==> config.mk <==
export PLATFORM = sky130hd
export DESIGN_NAME = pm_smi_timer
export DESIGN_NICKNAME = d
export VERILOG_FILES = /design/src/rtl/pm_smi_pkg.sv /design/src/rtl/pm_tick_gen.sv /design/src/rtl/pm_countdown.sv /design/src/rtl/pm_regs.sv /design/src/rtl/pm_smi_timer.sv
export SDC_FILE = /design/constraint.sdc
export NUM_CORES = 1
export LEC_CHECK = 0
export ABC_AREA = 1
export BUFFER_PORTS_ARGS = -buffer_cell sky130_fd_sc_hd__buf_2
export CELL_PAD_IN_SITES_DETAIL_PLACEMENT = 0
export CELL_PAD_IN_SITES_GLOBAL_PLACEMENT = 2
export CORE_MARGIN = 2
export CORE_UTILIZATION = 39
export CTS_CLUSTER_DIAMETER = 60
export DETAILED_ROUTE_END_ITERATION = 16
export PLACE_DENSITY_LB_ADDON = 0.2
export SETUP_SLACK_MARGIN = 0.05
export SLEW_MARGIN = 15
export SYNTH_ARGS = -nofsm -noshare
export SYNTH_HDL_FRONTEND = slang
export SYNTH_SLANG_ARGS = --single-unit
==> constraint.sdc <==
create_clock -name clk -period 2.9 [get_ports clk]
set_clock_uncertainty 0.05 [all_clocks]
set_input_delay 0.58 -clock clk [delete_from_list [all_inputs] [get_ports clk]]
set_output_delay 0.58 -clock clk [all_outputs]
set_load 0.03 [all_outputs]
==> src/rtl/pm_smi_pkg.sv <==
package pm_smi_pkg;

  localparam int DATA_W = 8;
  localparam int EVT_N  = 3;

  // register byte addresses
  localparam int A_CTRL   = 0;
  localparam int A_SMIEN  = 1;
  localparam int A_EVT0   = 2;
  localparam int A_RELOAD = A_EVT0 + EVT_N;
  localparam int A_STATUS = A_RELOAD + 1;

  localparam logic [DATA_W-1:0] CTRL_MASK   = 8'h1F;
  localparam logic [DATA_W-1:0] CTRL_RST    = 8'h08;
  localparam logic [DATA_W-1:0] RELOAD_RST  = 8'h0F;
  localparam int STAT_APM = 7;
  localparam int STAT_TMR = 5;
  localparam logic [DATA_W-1:0] STAT_MASK   = 8'hA0;

  typedef enum logic [1:0] {
    RATE_LONG = 2'b00,
    RATE_OFF  = 2'b01,
    RATE_FAST = 2'b10,
    RATE_MID  = 2'b11
  } rate_e;

  // countdown value loaded from a reload byte
  function automatic logic [DATA_W:0] load_value(input logic [DATA_W-1:0] r);
    return {1'b0, r} + {{DATA_W{1'b0}}, 1'b1};
  endfunction

  // write mask of each event-enable byte
  function automatic logic [DATA_W-1:0] evt_mask(input int idx);
    case (idx)
      0:       return 8'hFB;
      1:       return 8'hFF;
      default: return 8'hA0;
    endcase
  endfunction

  // write-one-to-clear with set priority
  function automatic logic [DATA_W-1:0] status_next(input logic [DATA_W-1:0] cur,
                                                    input logic [DATA_W-1:0] clr,
                                                    input logic [DATA_W-1:0] set);
    return ((cur & ~clr) | set) & STAT_MASK;
  endfunction

endpackage

==> src/rtl/pm_tick_gen.sv <==
module pm_tick_gen
  import pm_smi_pkg::*;
#(
  parameter int PRE_W    = 15,
  parameter int LONG_DIV = 60000
) (
  input  logic  clk,
  input  logic  rst_n,
  input  logic  restart,
  input  rate_e rate,
  output logic  tick
);
  localparam int DIV_W = $clog2(LONG_DIV + 1);
  localparam logic [DIV_W-1:0] DIV_LAST = DIV_W'(LONG_DIV - 1);

  logic [PRE_W-1:0] pre_cnt;
  logic [DIV_W-1:0] div_cnt;
  logic             pre_wrap;
  logic             div_wrap;

  assign pre_wrap = &pre_cnt;
  assign div_wrap = (div_cnt == DIV_LAST);

  always_ff @(posedge clk or negedge rst_n) begin
    if (!rst_n) begin
      pre_cnt <= '0;
      div_cnt <= '0;
    end else if (restart) begin
      pre_cnt <= '0;
      div_cnt <= '0;
    end else begin
      pre_cnt <= pre_cnt + 1'b1;
      if (pre_wrap) div_cnt <= div_wrap ? '0 : div_cnt + 1'b1;
    end
  end

  always_comb begin
    case (rate)
      RATE_FAST: tick = 1'b1;
      RATE_MID:  tick = pre_wrap;
      RATE_LONG: tick = pre_wrap && div_wrap;
      default:   tick = 1'b0;
    endcase
  end


  mid_spacing_chk: assert property (@(posedge clk) disable iff (!rst_n)
    (tick && rate == RATE_MID && !restart) |=> !(tick && rate == RATE_MID));

endmodule

==> src/rtl/pm_countdown.sv <==
module pm_countdown
  import pm_smi_pkg::*;
(
  input  logic              clk,
  input  logic              rst_n,
  input  logic              restart,
  input  logic              tick,
  input  rate_e             rate,
  input  logic [DATA_W-1:0] reload_cur,
  input  logic [DATA_W-1:0] reload_nxt,
  output logic              expire,
  output logic [DATA_W:0]   count
);
  localparam logic [DATA_W:0] ONE = {{DATA_W{1'b0}}, 1'b1};

  assign expire = tick && !restart && (count == ONE);

  always_ff @(posedge clk or negedge rst_n) begin
    if (!rst_n)       count <= load_value(RELOAD_RST);
    else if (restart) count <= load_value(reload_nxt);
    else if (tick)    count <= expire ? load_value(reload_cur) : count - ONE;
  end


  count_nonzero_chk: assert property (@(posedge clk) disable iff (!rst_n)
    count != '0);


  restart_load_chk: assert property (@(posedge clk) disable iff (!rst_n)
    restart |=> count == load_value(reload_cur));


  off_hold_chk: assert property (@(posedge clk) disable iff (!rst_n)
    (rate == RATE_OFF && !restart) |=> $stable(count));

endmodule

==> src/rtl/pm_regs.sv <==
module pm_regs
  import pm_smi_pkg::*;
#(
  parameter int ADDR_W = 8
) (
  input  logic              clk,
  input  logic              rst_n,
  input  logic [ADDR_W-1:0] addr,
  input  logic [DATA_W-1:0] wdata,
  input  logic              we,
  input  logic              apm_wr,
  input  logic              set_timer,
  output logic [DATA_W-1:0] rdata,
  output rate_e             rate,
  output logic              restart,
  output logic [DATA_W-1:0] reload_cur,
  output logic [DATA_W-1:0] reload_nxt,
  output logic              smi_req
);
  localparam logic [ADDR_W-1:0] AD_CTRL   = ADDR_W'(A_CTRL);
  localparam logic [ADDR_W-1:0] AD_SMIEN  = ADDR_W'(A_SMIEN);
  localparam logic [ADDR_W-1:0] AD_RELOAD = ADDR_W'(A_RELOAD);
  localparam logic [ADDR_W-1:0] AD_STATUS = ADDR_W'(A_STATUS);

  logic [DATA_W-1:0]       ctrl_q;
  logic [DATA_W-1:0]       smien_q;
  logic [DATA_W-1:0]       reload_q;
  logic [DATA_W-1:0]       status_q;
  logic [EVT_N*DATA_W-1:0] evt_flat;
  logic                    ctrl_wr;
  logic                    reload_wr;
  logic                    gen_en;
  logic                    apm_set;
  logic [DATA_W-1:0]       stat_set;
  logic [DATA_W-1:0]       stat_clr;

  assign ctrl_wr    = we && (addr == AD_CTRL);
  assign reload_wr  = we && (addr == AD_RELOAD);
  assign restart    = ctrl_wr || reload_wr;
  assign rate       = rate_e'(ctrl_q[4:3]);
  assign gen_en     = ctrl_q[0] && smien_q[7];
  assign apm_set    = apm_wr && gen_en;
  assign reload_cur = reload_q;
  assign reload_nxt = reload_wr ? wdata : reload_q;

  always_comb begin
    stat_set           = '0;
    stat_set[STAT_APM] = apm_set;
    stat_set[STAT_TMR] = set_timer;
    stat_clr           = (we && addr == AD_STATUS) ? wdata : '0;
  end

  always_ff @(posedge clk or negedge rst_n) begin
    if (!rst_n) begin
      ctrl_q   <= CTRL_RST;
      smien_q  <= '0;
      reload_q <= RELOAD_RST;
      status_q <= '0;
    end else begin
      if (ctrl_wr)                   ctrl_q   <= wdata & CTRL_MASK;
      if (we && addr == AD_SMIEN)    smien_q  <= wdata;
      if (reload_wr)                 reload_q <= wdata;
      status_q <= status_next(status_q, stat_clr, stat_set);
    end
  end

  for (genvar gi = 0; gi < EVT_N; gi++) begin : g_evt
    localparam logic [ADDR_W-1:0] AD_ME = ADDR_W'(A_EVT0 + gi);
    logic [DATA_W-1:0] q;
    always_ff @(posedge clk or negedge rst_n) begin
      if (!rst_n)                 q <= '0;
      else if (we && addr == AD_ME) q <= wdata & evt_mask(gi);
    end
    assign evt_flat[gi*DATA_W +: DATA_W] = q;
  end

  always_comb begin
    rdata = '0;
    if (addr == AD_CTRL)   rdata = ctrl_q;
    if (addr == AD_SMIEN)  rdata = smien_q;
    if (addr == AD_RELOAD) rdata = reload_q;
    if (addr == AD_STATUS) rdata = status_q;
    for (int i = 0; i < EVT_N; i++)
      if (addr == ADDR_W'(A_EVT0 + i)) rdata = evt_flat[i*DATA_W +: DATA_W];
  end

  assign smi_req = |(status_q & STAT_MASK);


  timer_flag_chk: assert property (@(posedge clk) disable iff (!rst_n)
    set_timer |=> status_q[STAT_TMR]);


  apm_block_chk: assert property (@(posedge clk) disable iff (!rst_n)
    (apm_wr && !gen_en && !status_q[STAT_APM]) |=> !status_q[STAT_APM]);


  smi_rise_chk: assert property (@(posedge clk) disable iff (!rst_n)
    $rose(smi_req) |-> $past(set_timer || apm_set));


  ctrl_mask_chk: assert property (@(posedge clk) disable iff (!rst_n)
    ctrl_q[7:5] == 3'b000);

endmodule

==> src/rtl/pm_smi_timer.sv <==
module pm_smi_timer
  import pm_smi_pkg::*;
#(
  parameter int ADDR_W   = 8,
  parameter int PRE_W    = 15,
  parameter int LONG_DIV = 60000
) (
  input  logic              clk,
  input  logic              rst_n,
  input  logic [ADDR_W-1:0] reg_addr,
  input  logic [7:0]        reg_wdata,
  input  logic              reg_we,
  output logic [7:0]        reg_rdata,
  input  logic              apm_wr,
  output logic              smi_req
);
  rate_e             rate;
  logic              restart;
  logic              tick;
  logic              expire;
  logic [DATA_W-1:0] reload_cur;
  logic [DATA_W-1:0] reload_nxt;
  logic [DATA_W:0]   count;

  pm_regs #(.ADDR_W(ADDR_W)) u_regs (
    .clk(clk), .rst_n(rst_n), .addr(reg_addr), .wdata(reg_wdata), .we(reg_we),
    .apm_wr(apm_wr), .set_timer(expire), .rdata(reg_rdata), .rate(rate),
    .restart(restart), .reload_cur(reload_cur), .reload_nxt(reload_nxt),
    .smi_req(smi_req)
  );

  pm_tick_gen #(.PRE_W(PRE_W), .LONG_DIV(LONG_DIV)) u_tick (
    .clk(clk), .rst_n(rst_n), .restart(restart), .rate(rate), .tick(tick)
  );

  pm_countdown u_cnt (
    .clk(clk), .rst_n(rst_n), .restart(restart), .tick(tick), .rate(rate),
    .reload_cur(reload_cur), .reload_nxt(reload_nxt), .expire(expire),
    .count(count)
  );


  restart_no_expire_chk: assert property (@(posedge clk) disable iff (!rst_n)
    restart |-> !expire);

endmodule

### Word level (Yosys, flattened, before mapping)

Index checks and enable logic that the tools add are counted.

* register bits after elaboration: 80
* output and inout port bits: 9
* logic and storage cells: 65

* add/sub/neg operators: 5
* eq/ne operators: 10
* multiplexer cells: 17
* bitwise gates (word level): 3
* reductions and logical operators: 20

Operators by type and width (count)
* 2-to-1 mux 8 bit: 8
* 2-to-1 mux 16 bit: 3
* 2-to-1 mux 9 bit: 3
* equality test 8 x 3 -> 1 bit, second input constant: 3
* adder 8 x 1 -> 9 bit, second input constant: 2
* adder 16 x 1 -> 16 bit, second input constant: 1
* equality test 16 bit, second input constant: 1
* equality test 8 x 2 -> 1 bit, second input constant: 2
* adder 15 x 1 -> 15 bit, second input constant: 1
* 2-to-1 mux 15 bit: 1
* AND reduction 15 bit: 1
* logical AND 1 bit: 12
* equality test 9 x 1 -> 1 bit, second input constant: 1
* subtractor 9 x 1 -> 9 bit, second input constant: 1
* AND 8 bit: 1
* equality test 8 x 1 -> 1 bit, second input constant: 1
* zero test 8 bit: 1
* inverter 8 bit: 1
* bitwise OR 8 bit: 1
* 2-to-1 mux 5 bit: 1
* equality test 2 bit, second input constant: 2
* nonzero test 2 bit: 2
* case mux 1 bit (3 select lines): 1
* zero test 2 bit: 1
* other kinds (3): 3

### Longest topological paths before layout

Gate-level depths: netlist of the first run.

* depth after elaboration: 9
* gate-level depth with buffers: 14

### By module

A second synthesis of the first run with hierarchy kept.

* cells, all modules: 687
* area total of the unflattened synthesis: 5041.1 µm²

Modules (own cells, without submodules)
* pm_regs: times used 1, cells each 239, area an instance 2060.7 µm²
* pm_tick_gen: times used 1, cells each 284, area an instance 1961.9 µm²
* pm_countdown: times used 1, cells each 164, area an instance 1018.5 µm²

### Least setup slack after synthesis of the first run

Ideal clock, no wire load.

* path kind: input to output
* from: input reg_addr[5]
* to: output reg_rdata[7]
* arrival time: 1.839 ns
* required time: 2.270 ns
* setup slack: 0.431 ns
* stages on the path: 9
* path through: nor2_2 -> nand2_4 -> nor2_1 -> nand2_1 -> clkinv_1 -> nand2_1 -> o21ai_0 -> a21oi_1 -> o2111ai_1

* longest elaborated chain between the ends: 7
* elaborated cells on any way between the ends: 12
* classes of those cells: 6 x eq/ne; 6 x mux

RTL lines
* start, declared: line pm_smi_timer.sv:10 `input logic [ADDR_W-1:0] reg_addr,`
* equality test 8 x 1 -> 1 bit: line pm_regs.sv:80 `if (addr == AD_SMIEN) rdata = smien_q;`
* 2-to-1 mux 8 bit: line pm_regs.sv:80
* 2-to-1 mux 8 bit: line pm_regs.sv:81 `if (addr == AD_RELOAD) rdata = reload_q;`
* 2-to-1 mux 8 bit: line pm_regs.sv:82 `if (addr == AD_STATUS) rdata = status_q;`
* 2-to-1 mux 8 bit (2 in a row): line pm_regs.sv:84 `if (addr == ADDR_W'(A_EVT0 + i)) rdata = evt_flat[i*DATA_W +: DATA_W];`
* 2-to-1 mux 8 bit (*): line pm_regs.sv:84
* end, declared: line pm_smi_timer.sv:13 `output logic [7:0] reg_rdata,`

Mark *: on every way between the ends. The rest lies on a longest branch, timed or not.

### Worst setup path after layout of the first run

* from: input reg_addr[5]
* to: output reg_rdata[6]

Same word-level chain as after synthesis.

==> out/qor.txt, run 1 <==
Flops & latches, synth: 80
Switch share: 27.5%
# IOs: 29
Syn avg cell area: 7.80 sq um
DP Wirelength: 7.96 mm
CTS tree: built
Slew HR: 67.5%
Via count: 3823
Starting density of the core: 39.7%
GP Congestion: 0.831
CTS-repair resized insts: 0
First-pass GRT wire length: 18.8 mm
Input/output buffers: 28
Vias/cell: 5.02
Crit path max-delay family: simple AND/OR/NAND/NOR gates
Clock slew at reported path FFs: 0.07 ns
Logic gate share of total power: 12.8%
CP endpoint kind: output pin
Met1 wire length: 5.17 mm
Die Area: 12400 sq um
Hold violation total from the final report: 0
Antenna violations before repair: 0
RSZ-0062 raised after global routing: no
DRC viols: 0
Setup violators final: 0
Vias in the first global route: 3750
Row Count: 39
WP data required: 2.27 ns
Setup TNS: 0 ns
Reg2Reg Depth: 14
Startpoint Class: input pin
Worst hold slack: 0.171 ns
Met2 Wirelength: 5.07 mm
Clk_lat worst skew: 0.34 ns
Grt ovf: 0
Clock group share of total power: 40.7%
Highest clock rate: 389 MHz
# fillers: 1150
Synth Area in Compound Gates: 12.4%
CTS Buffer Depth: 2
Sequential cell area: 2010 sq um
Int Pwr: 2.08 mW
Post-synthesis sequential area ratio: 44.6%
Routed WL: 10.8 mm
Share of layout cells above drive strength 1: 15.7%
Root Buffer: clkbuf_16
DR top layer: met4
Clock sink count: 80
TritonCTS Buffers: 9
Buf+Inv Stages, Crit Path: 3
Largest family of logic cells by synthesized area: simple AND/OR/NAND/NOR gates
Simple-Gate Fraction of Synth Area: 31.6%
Area of the multi-input gates: 2200 sq um
Status: complete, no violations
Crit share post-route: 88.7%
Crit path arrival time: 1.94 ns
P_leak: 2.42 nW
Slowest CP cell: nor4_2
Number of hold buffers added after CTS: 0
Area grow syn2layout: 14.0%
Die height: 112 microns
Synth Area in Adders: 1.66%
Tot GR Track Use: 18.9%
Max cap viols: 0
NetSw: 788 uW
N_diodes: 0
Crit path from: reg_addr[5]
FF-to-FF setup slack: 0.78 ns
Syn nets: 604
Max-slew violation count: 0
Crit-path max cell delay: 0.32 ns
CP Max Fanout: 8
Die X-Extent: 112 microns
Routed Antenna Nets: 0
DR pass1 iterations: 5
VDD IR max: 0.294 mV
CP Cell Sequence: buf_2 -> nor2_2 -> nand2_4 -> nor4_2 -> nand2_1 -> inv_2 -> nand2_1 -> o2111ai_1 -> buf_2
CP endpoint: reg_rdata[6]
Synth Cell Area: 4510 sq um
Post-layout min period: 2.57 ns
Crit path depth: 9
Routed wire length on met3: 337 microns
Seq pwr share: 46.5%
Core area: 11400 sq um
Capturing point of the worst reg2reg path: u_cnt.count[5]
Slew @ Worst Pin: 0.486 ns
HP Class: in2async
# H-tree levels: 3
Cells after Synth: 578
RR Startpoint: u_tick.pre_cnt[0]
Power Density: 559 nW/um^2
Final core occ: 45.2%
Largest net degree at the start of global routing: 81
Xor/xnor share of the synthesized area: 3.11%
Final net count: 639
Routed WL per cell: 14.2 microns
Initial DRC Count: 255
Crit path kind: in2out
Warnings from Yosys: 0
Post-synthesis mux area share: 0%
# Post-CTS Setup Buffers: 0
Yosys cell types: 49
## synthesized netlist by cell type (all sizes together)
| cell | count | share of area, % |
|---|---|---|
| o2111ai | 2 | 0.39 |
| nor3b | 1 | 0.17 |
| ha | 6 | 1.7 |
| o31ai | 1 | 0.17 |
| a31oi | 3 | 0.42 |
| inv | 65 | 5.5 |
| o211ai | 3 | 0.50 |
| clkbuf | 5 | 0.42 |
| xor2 | 12 | 2.3 |
| xnor2 | 4 | 0.78 |
| o21bai | 1 | 0.17 |
| nand4 | 6 | 0.97 |
| o22ai | 4 | 0.55 |
| nand2 | 164 | 15 |
| o221ai | 1 | 0.19 |
| a211oi | 4 | 0.89 |
| dfrtp | 74 | 41 |
| o21a | 1 | 0.17 |
| and3 | 2 | 0.28 |
| a21oi | 22 | 2.5 |
| nand3b | 1 | 0.17 |
| nor3 | 14 | 1.6 |
| o21ai | 44 | 4.9 |
| a22oi | 1 | 0.17 |
| a221oi | 6 | 1.2 |
| clkinv | 2 | 0.17 |
| or2 | 1 | 0.14 |
| nor2 | 62 | 6.6 |
| o211a | 1 | 0.22 |
| and2 | 1 | 0.14 |
| nand3 | 50 | 6.2 |
| dfstp | 6 | 3.5 |
| buf | 4 | 0.58 |
| nor4 | 4 | 0.83 |
## kinds of logic (layout without fill, tap and decap cells)
family,after synthesis,in the layout
AND/OR/NAND/NOR,306,306
flip-flops,80,80
adder cells (fa/ha/maj),6,6
buffers and inverters,76,116
AO/OA/AOI/OAI,94,94
XOR/XNOR,16,16
## power groups by stage
stage / combinational [mW] / sequential [mW] / clock, mW
global placement: 0.371 / 1.35 / 0
detailed placement: 0.376 / 1.36 / 0
global route: 0.434 / 1.36 / 1.26
floorplan: 0.274 / 1.33 / 0
finish: 0.369 / 1.34 / 1.17
CTS: 0.377 / 1.34 / 1.20
## worst min-delay path by stage
| stage | slack, ns | startpoint | end |
|---|---|---|---|
| 2_1_floorplan | 0.23 | rst_n | u_cnt.count[0] |
| 3_3_place_gp | 0.40 | u_tick.pre_cnt[0] | u_tick.pre_cnt[0] |
| 3_5_place_dp | 0.41 | u_tick.pre_cnt[0] | u_tick.pre_cnt[0] |
| 4_1_cts | 0.23 | rst_n | u_regs.g_evt[2].q[5] |
| 5_1_grt | 0.23 | rst_n | u_regs.g_evt[2].q[5] |
| 6_report | 0.17 | rst_n | u_regs.g_evt[2].q[5] |
## per-layer routing
layer / GRT usage [%] / vias to the layer above
li1: - / 1969
met3: 2.94 / 12
met4: 7.49 / 0
met1: 25.3 / 1784
met2: 31.0 / 58
met5: 0 / -
## area by class of cell
type	count	area share, %
Sequential cell	80	39.1
Timing Repair Buffer	33	3.75
Clock buffer	10	4.65
Tap cell	143	3.48
Clock inverter	6	1.29
Inverter	67	4.94
Multi-Input combinational cell	422	42.8
## cell usage in the layout (no fill, tap or decap), types with 3 or more instances in the layout
cell type,count
a31oi_1,3
ha_1,6
xnor2_1,4
o211ai_1,3
nor2_2,8
nor2_4,4
o22ai_1,4
clkbuf_16,9
nor3_1,14
inv_2,8
xor2_1,12
dfrtp_1,74
o21ai_0,33
nor2_1,49
buf_2,27
nand2_2,7
a21oi_1,21
buf_4,5
nand3_1,47
a221oi_1,6
inv_1,56
o21ai_1,11
nand2_1,154
dfstp_2,6
nand4_1,5
nand2_4,3
## registers in the layout, summed over array words and instances, names as in the netlist
signal / flops
u_regs.g_evt.q: 17
u_cnt.count: 9
u_tick.div_cnt: 16
u_regs.smien_q: 8
u_regs.status_q: 2
u_tick.pre_cnt: 15
u_regs.ctrl_q: 5
u_regs.reload_cur: 8
## through the flow
step	power, mW	setup WS [ns]	instance area (sq um)	instances
2_1_floorplan	1.61	0.431	4510	578
3_3_place_gp	1.72	0.343	4840	745
3_5_place_dp	1.73	0.313	4840	745
4_1_cts	2.92	0.316	5140	761
5_1_grt	3.05	0.126	5140	761
6_report	2.87	0.327	5140	761
No activity file was read; power rests on OpenSTA's default activity.
==> run 2: changes to the inputs <==
- clock period: 2.9 -> 3 ns (I/O delays scaled with it)
==> run 2 against run 1 <==
  * Clock power shrank 12%
  * Setup slack gained 0.045 ns
  * Clock-buffer cell count up 5
  * Die area did not move
  * Cell area is 0.73% lower
  * Highest routed layer unchanged
==> out/qor.txt, run 2 (same netlist as run 1, synthesis figures left out) <==
Share of layout cells above drive strength 1: 15.2% (-0.51 points)
DP Wirelength: 8.34 mm (+4.8%)
Placed insts: 746 (+0.13%)
Clock slew at reported path FFs: 0.06 ns (about the same)
DRC viols: 0 (unchanged)
CP Max Fanout: 8 (unchanged)
CP Cell Sequence: buf_2 -> nor2_2 -> nand2_4 -> nor4_2 -> nand2_1 -> inv_2 -> nand2_1 -> o2111ai_1 -> buf_2
Design area: 5100 sq um (-0.73%)
Design Power: 2.68 mW (-6.7%)
WP data required: 2.35 ns (+0.08 ns)
# IOs: 29 (unchanged)
Row Count: 39 (unchanged)
Most flop-heavy register: u_regs.g_evt.q
Slowest CP cell: nor4_2
Setup TNS: 0 ns (unchanged)
Routed WL: 11.3 mm (+4.8%)
Crit share post-route: 87.6%
# H-tree levels: 3 (unchanged)
HP Class: in2async
Layout Cells excl Fill: 762 (+0.13%)
Crit path from: reg_addr[5]
CTS Buffer Depth: 2 (unchanged)
Antenna violations before repair: 0 (unchanged)
Number of hold buffers added after CTS: 0 (unchanged)
CTS-repair resized insts: 0 (unchanged)
Power Density: 525 nW/um^2 (-6.0%)
Die height: 112 microns (unchanged)
Final core occ: 44.9% (-0.33 points)
Tot GR Track Use: 19.9% (+1.0 points)
Routed Antenna Nets: 0 (unchanged)
Slew @ Worst Pin: 0.587 ns (+0.100 ns)
Crit path kind: in2out
Max-slew violation count: 0 (unchanged)
CTS tree: built
N_diodes: 0 (unchanged)
DR top layer: met4
P_leak: 2.40 nW (-0.82%)
Clock sink count: 80 (unchanged)
Core area: 11400 sq um (unchanged)
Slew HR: 60.9% (-6.6 points)
Crit path max-delay family: simple AND/OR/NAND/NOR gates
TritonCTS Buffers: 9 (unchanged)
DR pass1 iterations: 5 (unchanged)
Max cap viols: 0 (unchanged)
Vias/cell: 5.09 (+1.3%)
First-pass GRT wire length: 19.7 mm (+5.0%)
Setup violators final: 0 (unchanged)
# Post-CTS Setup Buffers: 0 (unchanged)
Die Area: 12400 sq um (unchanged)
Final net count: 640 (+0.16%)
Buf+Inv Stages, Crit Path: 3 (unchanged)
Routed WL per cell: 14.8 microns (+4.7%)
Die X-Extent: 112 microns (unchanged)
Placed Instance Area: 4830 sq um (-0.10%)
Starting density of the core: 39.7% (unchanged)
CP endpoint kind: output pin
Crit-path max cell delay: 0.33 ns (about the same)
Input/output buffers: 28 (unchanged)
Post-layout min period: 2.63 ns
Area grow syn2layout: 13.2%
Routed wire length on met3: 319 microns (-5.3%)
Largest regs: u_regs.g_evt.q x17, u_tick.div_cnt x16, u_tick.pre_cnt x15
Largest net degree at the start of global routing: 44 (-46%)
Highest clock rate: 380 MHz
Vias in the first global route: 3995 (+6.5%)
GP Congestion: 0.815 (-1.9%)
Max FFs per register: 17 (unchanged)
Grt ovf: 0 (unchanged)
RSZ-0062 raised after global routing: no
RR Startpoint: u_tick.pre_cnt[0]
Initial DRC Count: 221 (-13%)
Hold violation total from the final report: 0 (unchanged)
Status: complete, no violations
Root Buffer: clkbuf_16
Most frequent cells in the layout: 154 x nand2_1, 74 x dfrtp_1, 56 x inv_1
Met1 wire length: 5.32 mm (+3.0%)
Clk_lat worst skew: 0.33 ns (about the same)
Met2 Wirelength: 5.34 mm (+5.3%)
Startpoint Class: input pin
VDD IR max: 0.235 mV (-20%)
Via count: 3878 (+1.4%)
Most common cell after layout, fill and taps aside: nand2_1
Crit path arrival time: 1.98 ns (+0.04 ns)
-- run 2: cell count changes in the layout (fill, tap and decap cells not counted), sizes merged --
cell,change
inv,-2
clkinv,-2
clkbuf,+5
buf,+1
bufinv,-1
-- run 2: area by class of cell --
cell class / instances / area (sq um)
timing repair buffer: 34 / 188
clock inverter: 1 / 5.00
fill: 1196 / 6270
tap: 143 / 179
sequential: 80 / 2010
inverter: 67 / 254
clock buffer: 15 / 268
multi-input combinational: 422 / 2200
-- run 2: metal layers --
| metal | up-vias | global-route usage [%] |
|---|---|---|
| met5 | - | 0 |
| met4 | 0 | 8.72 |
| met3 | 22 | 2.99 |
| met2 | 70 | 32.6 |
| met1 | 1802 | 26.4 |
| li1 | 1984 | - |
-- run 2: worst reg2reg max path, delay by kind of cell, from the launching register on --
family                     cells  cell delay (ns)
and+or+nand+nor               11             1.31
adders and majority gates      1             0.17
buffers and inverters          2             0.11
DFF                            1             0.37
-- run 2: worst paths after layout --
path                            cells after the start  slack, ns                    to
worst max-delay path                                9       0.37          reg_rdata[6]
worst min-delay path                                1       0.21  u_regs.g_evt[2].q[5]
worst max register to register                     14       0.88        u_cnt.count[3]
worst min register to register                      1       0.41     u_tick.pre_cnt[0]
max in group asynchronous                           2       1.96      u_regs.ctrl_q[3]
min in group clk                                    1       0.41     u_tick.pre_cnt[0]
-- run 2: per-stage QoR --
stage          hold slack [ns]  worst slack (ns)
5_1_grt                  0.249             0.216
3_3_place_gp             0.406             0.398
6_report                 0.211             0.372
3_5_place_dp             0.410             0.380
4_1_cts                  0.221             0.374
2_1_floorplan            0.254             0.491
-- run 2: report_power, final --
part	leakage [nW]	switching [mW]	internal, mW
combinational	1.26	0.219	0.142
sequential	1.01	0.0911	1.20
clock	0.134	0.419	0.606
==> run 3: changes to the inputs <==
- BUFFER_PORTS_ARGS: -buffer_cell sky130_fd_sc_hd__buf_2 -> not set
- CORE_UTILIZATION: 39 -> 41
- DONT_BUFFER_PORTS: not set -> 1
- GPL_ROUTABILITY_DRIVEN: not set -> 0
- MAX_ROUTING_LAYER: not set -> met4
==> run 3 against run 2 <==
  * Register-to-register slack gained 0.02 ns
  * Setup slack gained 0.13 ns
  * Sequential share of layout area grew 1.6 points
  * Cell area shrank 4.0%
  * Die area shrank 4.7%
  * Sequential power is essentially flat
  * Global-route usage grew 1.3 points
  * Core utilization grew 0.50 points
  * Clock power shrank 18%
  * Non-clock buffer count shrank 30
==> out/qor.txt, run 3 (same netlist as run 1, synthesis figures left out) <==
FF-to-FF setup slack: 0.90 ns (+0.02 ns)
Starting density of the core: 41.8% (+2.1 points)
Routed WL: 11.1 mm (-2.1%)
# H-tree levels: 3 (unchanged)
DR pass1 iterations: 5 (unchanged)
Share of layout cells above drive strength 1: 11.4% (-3.8 points)
Max-slew violation count: 0 (unchanged)
# IOs: 29 (unchanged)
Vias in the first global route: 3807 (-4.7%)
Row Count: 38 (-2.6%)
Reg2Reg Depth: 14 (unchanged)
Slowest CP cell: o2111ai_1
Power Density: 505 nW/um^2 (-3.7%)
TritonCTS Buffers: 9 (unchanged)
CTS-repair resized insts: 0 (unchanged)
GR peak layer: met2
CTS tree: built
Met3 GRT Util: 4.18% (+1.2 points)
Tot GR Track Use: 21.3% (+1.3 points)
Clock slew at reported path FFs: 0.08 ns (+0.02 ns)
DRC viols: 0 (unchanged)
CTS Buffer Depth: 2 (unchanged)
Final core occ: 45.4% (+0.50 points)
Hold violation total from the final report: 0 (unchanged)
# fillers: 1081 (-9.6%)
Startpoint Class: input pin
Core area: 10800 sq um (-5.1%)
Die X-Extent: 109 microns (-2.4%)
Clk_lat worst skew: 0.37 ns (+0.04 ns)
CP endpoint: reg_rdata[7]
P_leak: 2.24 nW (-6.7%)
Highest clock rate: 400 MHz (+5.1%)
Crit path arrival time: 1.85 ns (-0.13 ns)
Area grow syn2layout: 8.63%
Die Area: 11900 sq um (-4.7%)
Final net count: 610 (-4.7%)
Most flop-heavy register: u_regs.g_evt.q
WP data required: 2.35 ns (about the same)
Vias/cell: 5.17 (+1.6%)
Post-layout min period: 2.50 ns (-0.128 ns)
Most common cell after layout, fill and taps aside: nand2_1
Most frequent cells in the layout: 154 x nand2_1, 74 x dfrtp_1, 56 x inv_1
Crit path kind: in2out
Antenna violations before repair: 0 (unchanged)
Status: complete, no violations
Crit-path max cell delay: 0.21 ns (-0.12 ns)
Routed Antenna Nets: 0 (unchanged)
Met1 Usage GRT: 27.2% (+0.79 points)
CP endpoint kind: output pin
RSZ-0062 raised after global routing: no
Area of the multi-input gates: 2200 sq um (unchanged)
Number of hold buffers added after CTS: 2 (+2)
Crit share post-route: 83.3% (-4.3 points)
Slew HR: 49.1% (-12 points)
HP Class: in2async
# Post-CTS Setup Buffers: 0 (unchanged)
Largest regs: u_regs.g_evt.q x17, u_tick.div_cnt x16, u_tick.pre_cnt x15
Crit path from: reg_addr[5]
Root Buffer: clkbuf_8
N_diodes: 0 (unchanged)
CP Cell Sequence: nor2_2 -> nand2_4 -> nor2_1 -> nand2_1 -> clkinv_1 -> nand2_1 -> o21ai_0 -> a21oi_1 -> o2111ai_1 -> buf_4
GR Layer Usage met2: 33.6% (+0.94 points)
Largest net degree at the start of global routing: 75 (+70%)
Setup violators final: 0 (unchanged)
Max cap viols: 0 (unchanged)
Initial DRC Count: 210 (-5.0%)
Grt ovf: 0 (unchanged)
Die height: 109 microns (-2.4%)
CP Max Fanout: 9 (+1)
VDD IR max: 0.208 mV (-12%)
First-pass GRT wire length: 18.7 mm (-5.2%)
Sequential cell area: 2010 sq um (unchanged)
Capturing point of the worst reg2reg path: u_cnt.count[7]
Routed WL per cell: 15.2 microns (+2.3%)
DP Wirelength: 7.91 mm (-5.1%)
Max FFs per register: 17 (unchanged)
Input/output buffers: 0 (-100%)
RR Startpoint: u_tick.pre_cnt[0]
Clock sink count: 80 (unchanged)
Setup TNS: 0 ns (unchanged)
Critical Path Most Common Cell: nand2_1
Slew @ Worst Pin: 0.763 ns (+0.176 ns)
Via count: 3771 (-2.8%)
## run 3: cell types whose count changed in the layout (fill, tap and decap cells not counted), sizes merged
| cell | change |
|---|---|
| buf | -31 |
| clkinvlp | +2 |
| clkinv | +1 |
| dlygate4sd3 | +1 |
| bufinv | +1 |
| clkbuf | -4 |
## run 3: worst min path at each step
stage | startpoint | end | slack (ns)
4_1_cts | rst_n | u_regs.reload_cur[0] | 0.004
2_1_floorplan | rst_n | u_cnt.count[0] | 0.25
3_5_place_dp | rst_n | u_regs.g_evt[2].q[7] | 0.26
6_report | rst_n | u_cnt.count[4] | 0.02
5_1_grt | rst_n | u_regs.reload_cur[0] | 0.002
3_3_place_gp | rst_n | u_regs.g_evt[2].q[7] | 0.26
## run 3: stage by stage
stage	power, mW	area [sq um]	std cells	hold WS, ns	setup slack (ns)
finish	2.48	4900	729	0.0215	0.500
global route	2.63	4900	729	0.00214	0.404
CTS	2.50	4900	729	0.00391	0.455
detailed placement	1.63	4650	711	0.256	0.364
global placement	1.63	4650	711	0.256	0.440
floorplan	1.55	4510	578	0.254	0.491
## run 3: critical path, delay by kind of cell
| family | cells | cell delay, ns |
|---|---|---|
| simple gates | 5 | 0.51 |
| compound gates | 3 | 0.38 |
| buf+inv | 2 | 0.35 |
## run 3: metal layers
layer / up-vias / routed length [microns]
met1: 1762 / 5110
met4: 0 / 169
met5: - / 0
met3: 15 / 523
met2: 79 / 5240
li1: 1915 / -
## run 3: area by class of cell
cell class,count,area share (%)
clock buffers,11,3.09
clock inverters,5,1.12
inverters,67,5.19
multi-input cells,422,44.9
flip-flops and latches,80,41.0
well taps,140,3.58
repair buffers,4,1.07
## run 3: power by group
| part | internal (mW) | switching [mW] |
|---|---|---|
| sequential | 1.20 | 0.0911 |
| combinational | 0.135 | 0.208 |
| clock | 0.427 | 0.417 |
| total | 1.76 | 0.716 |
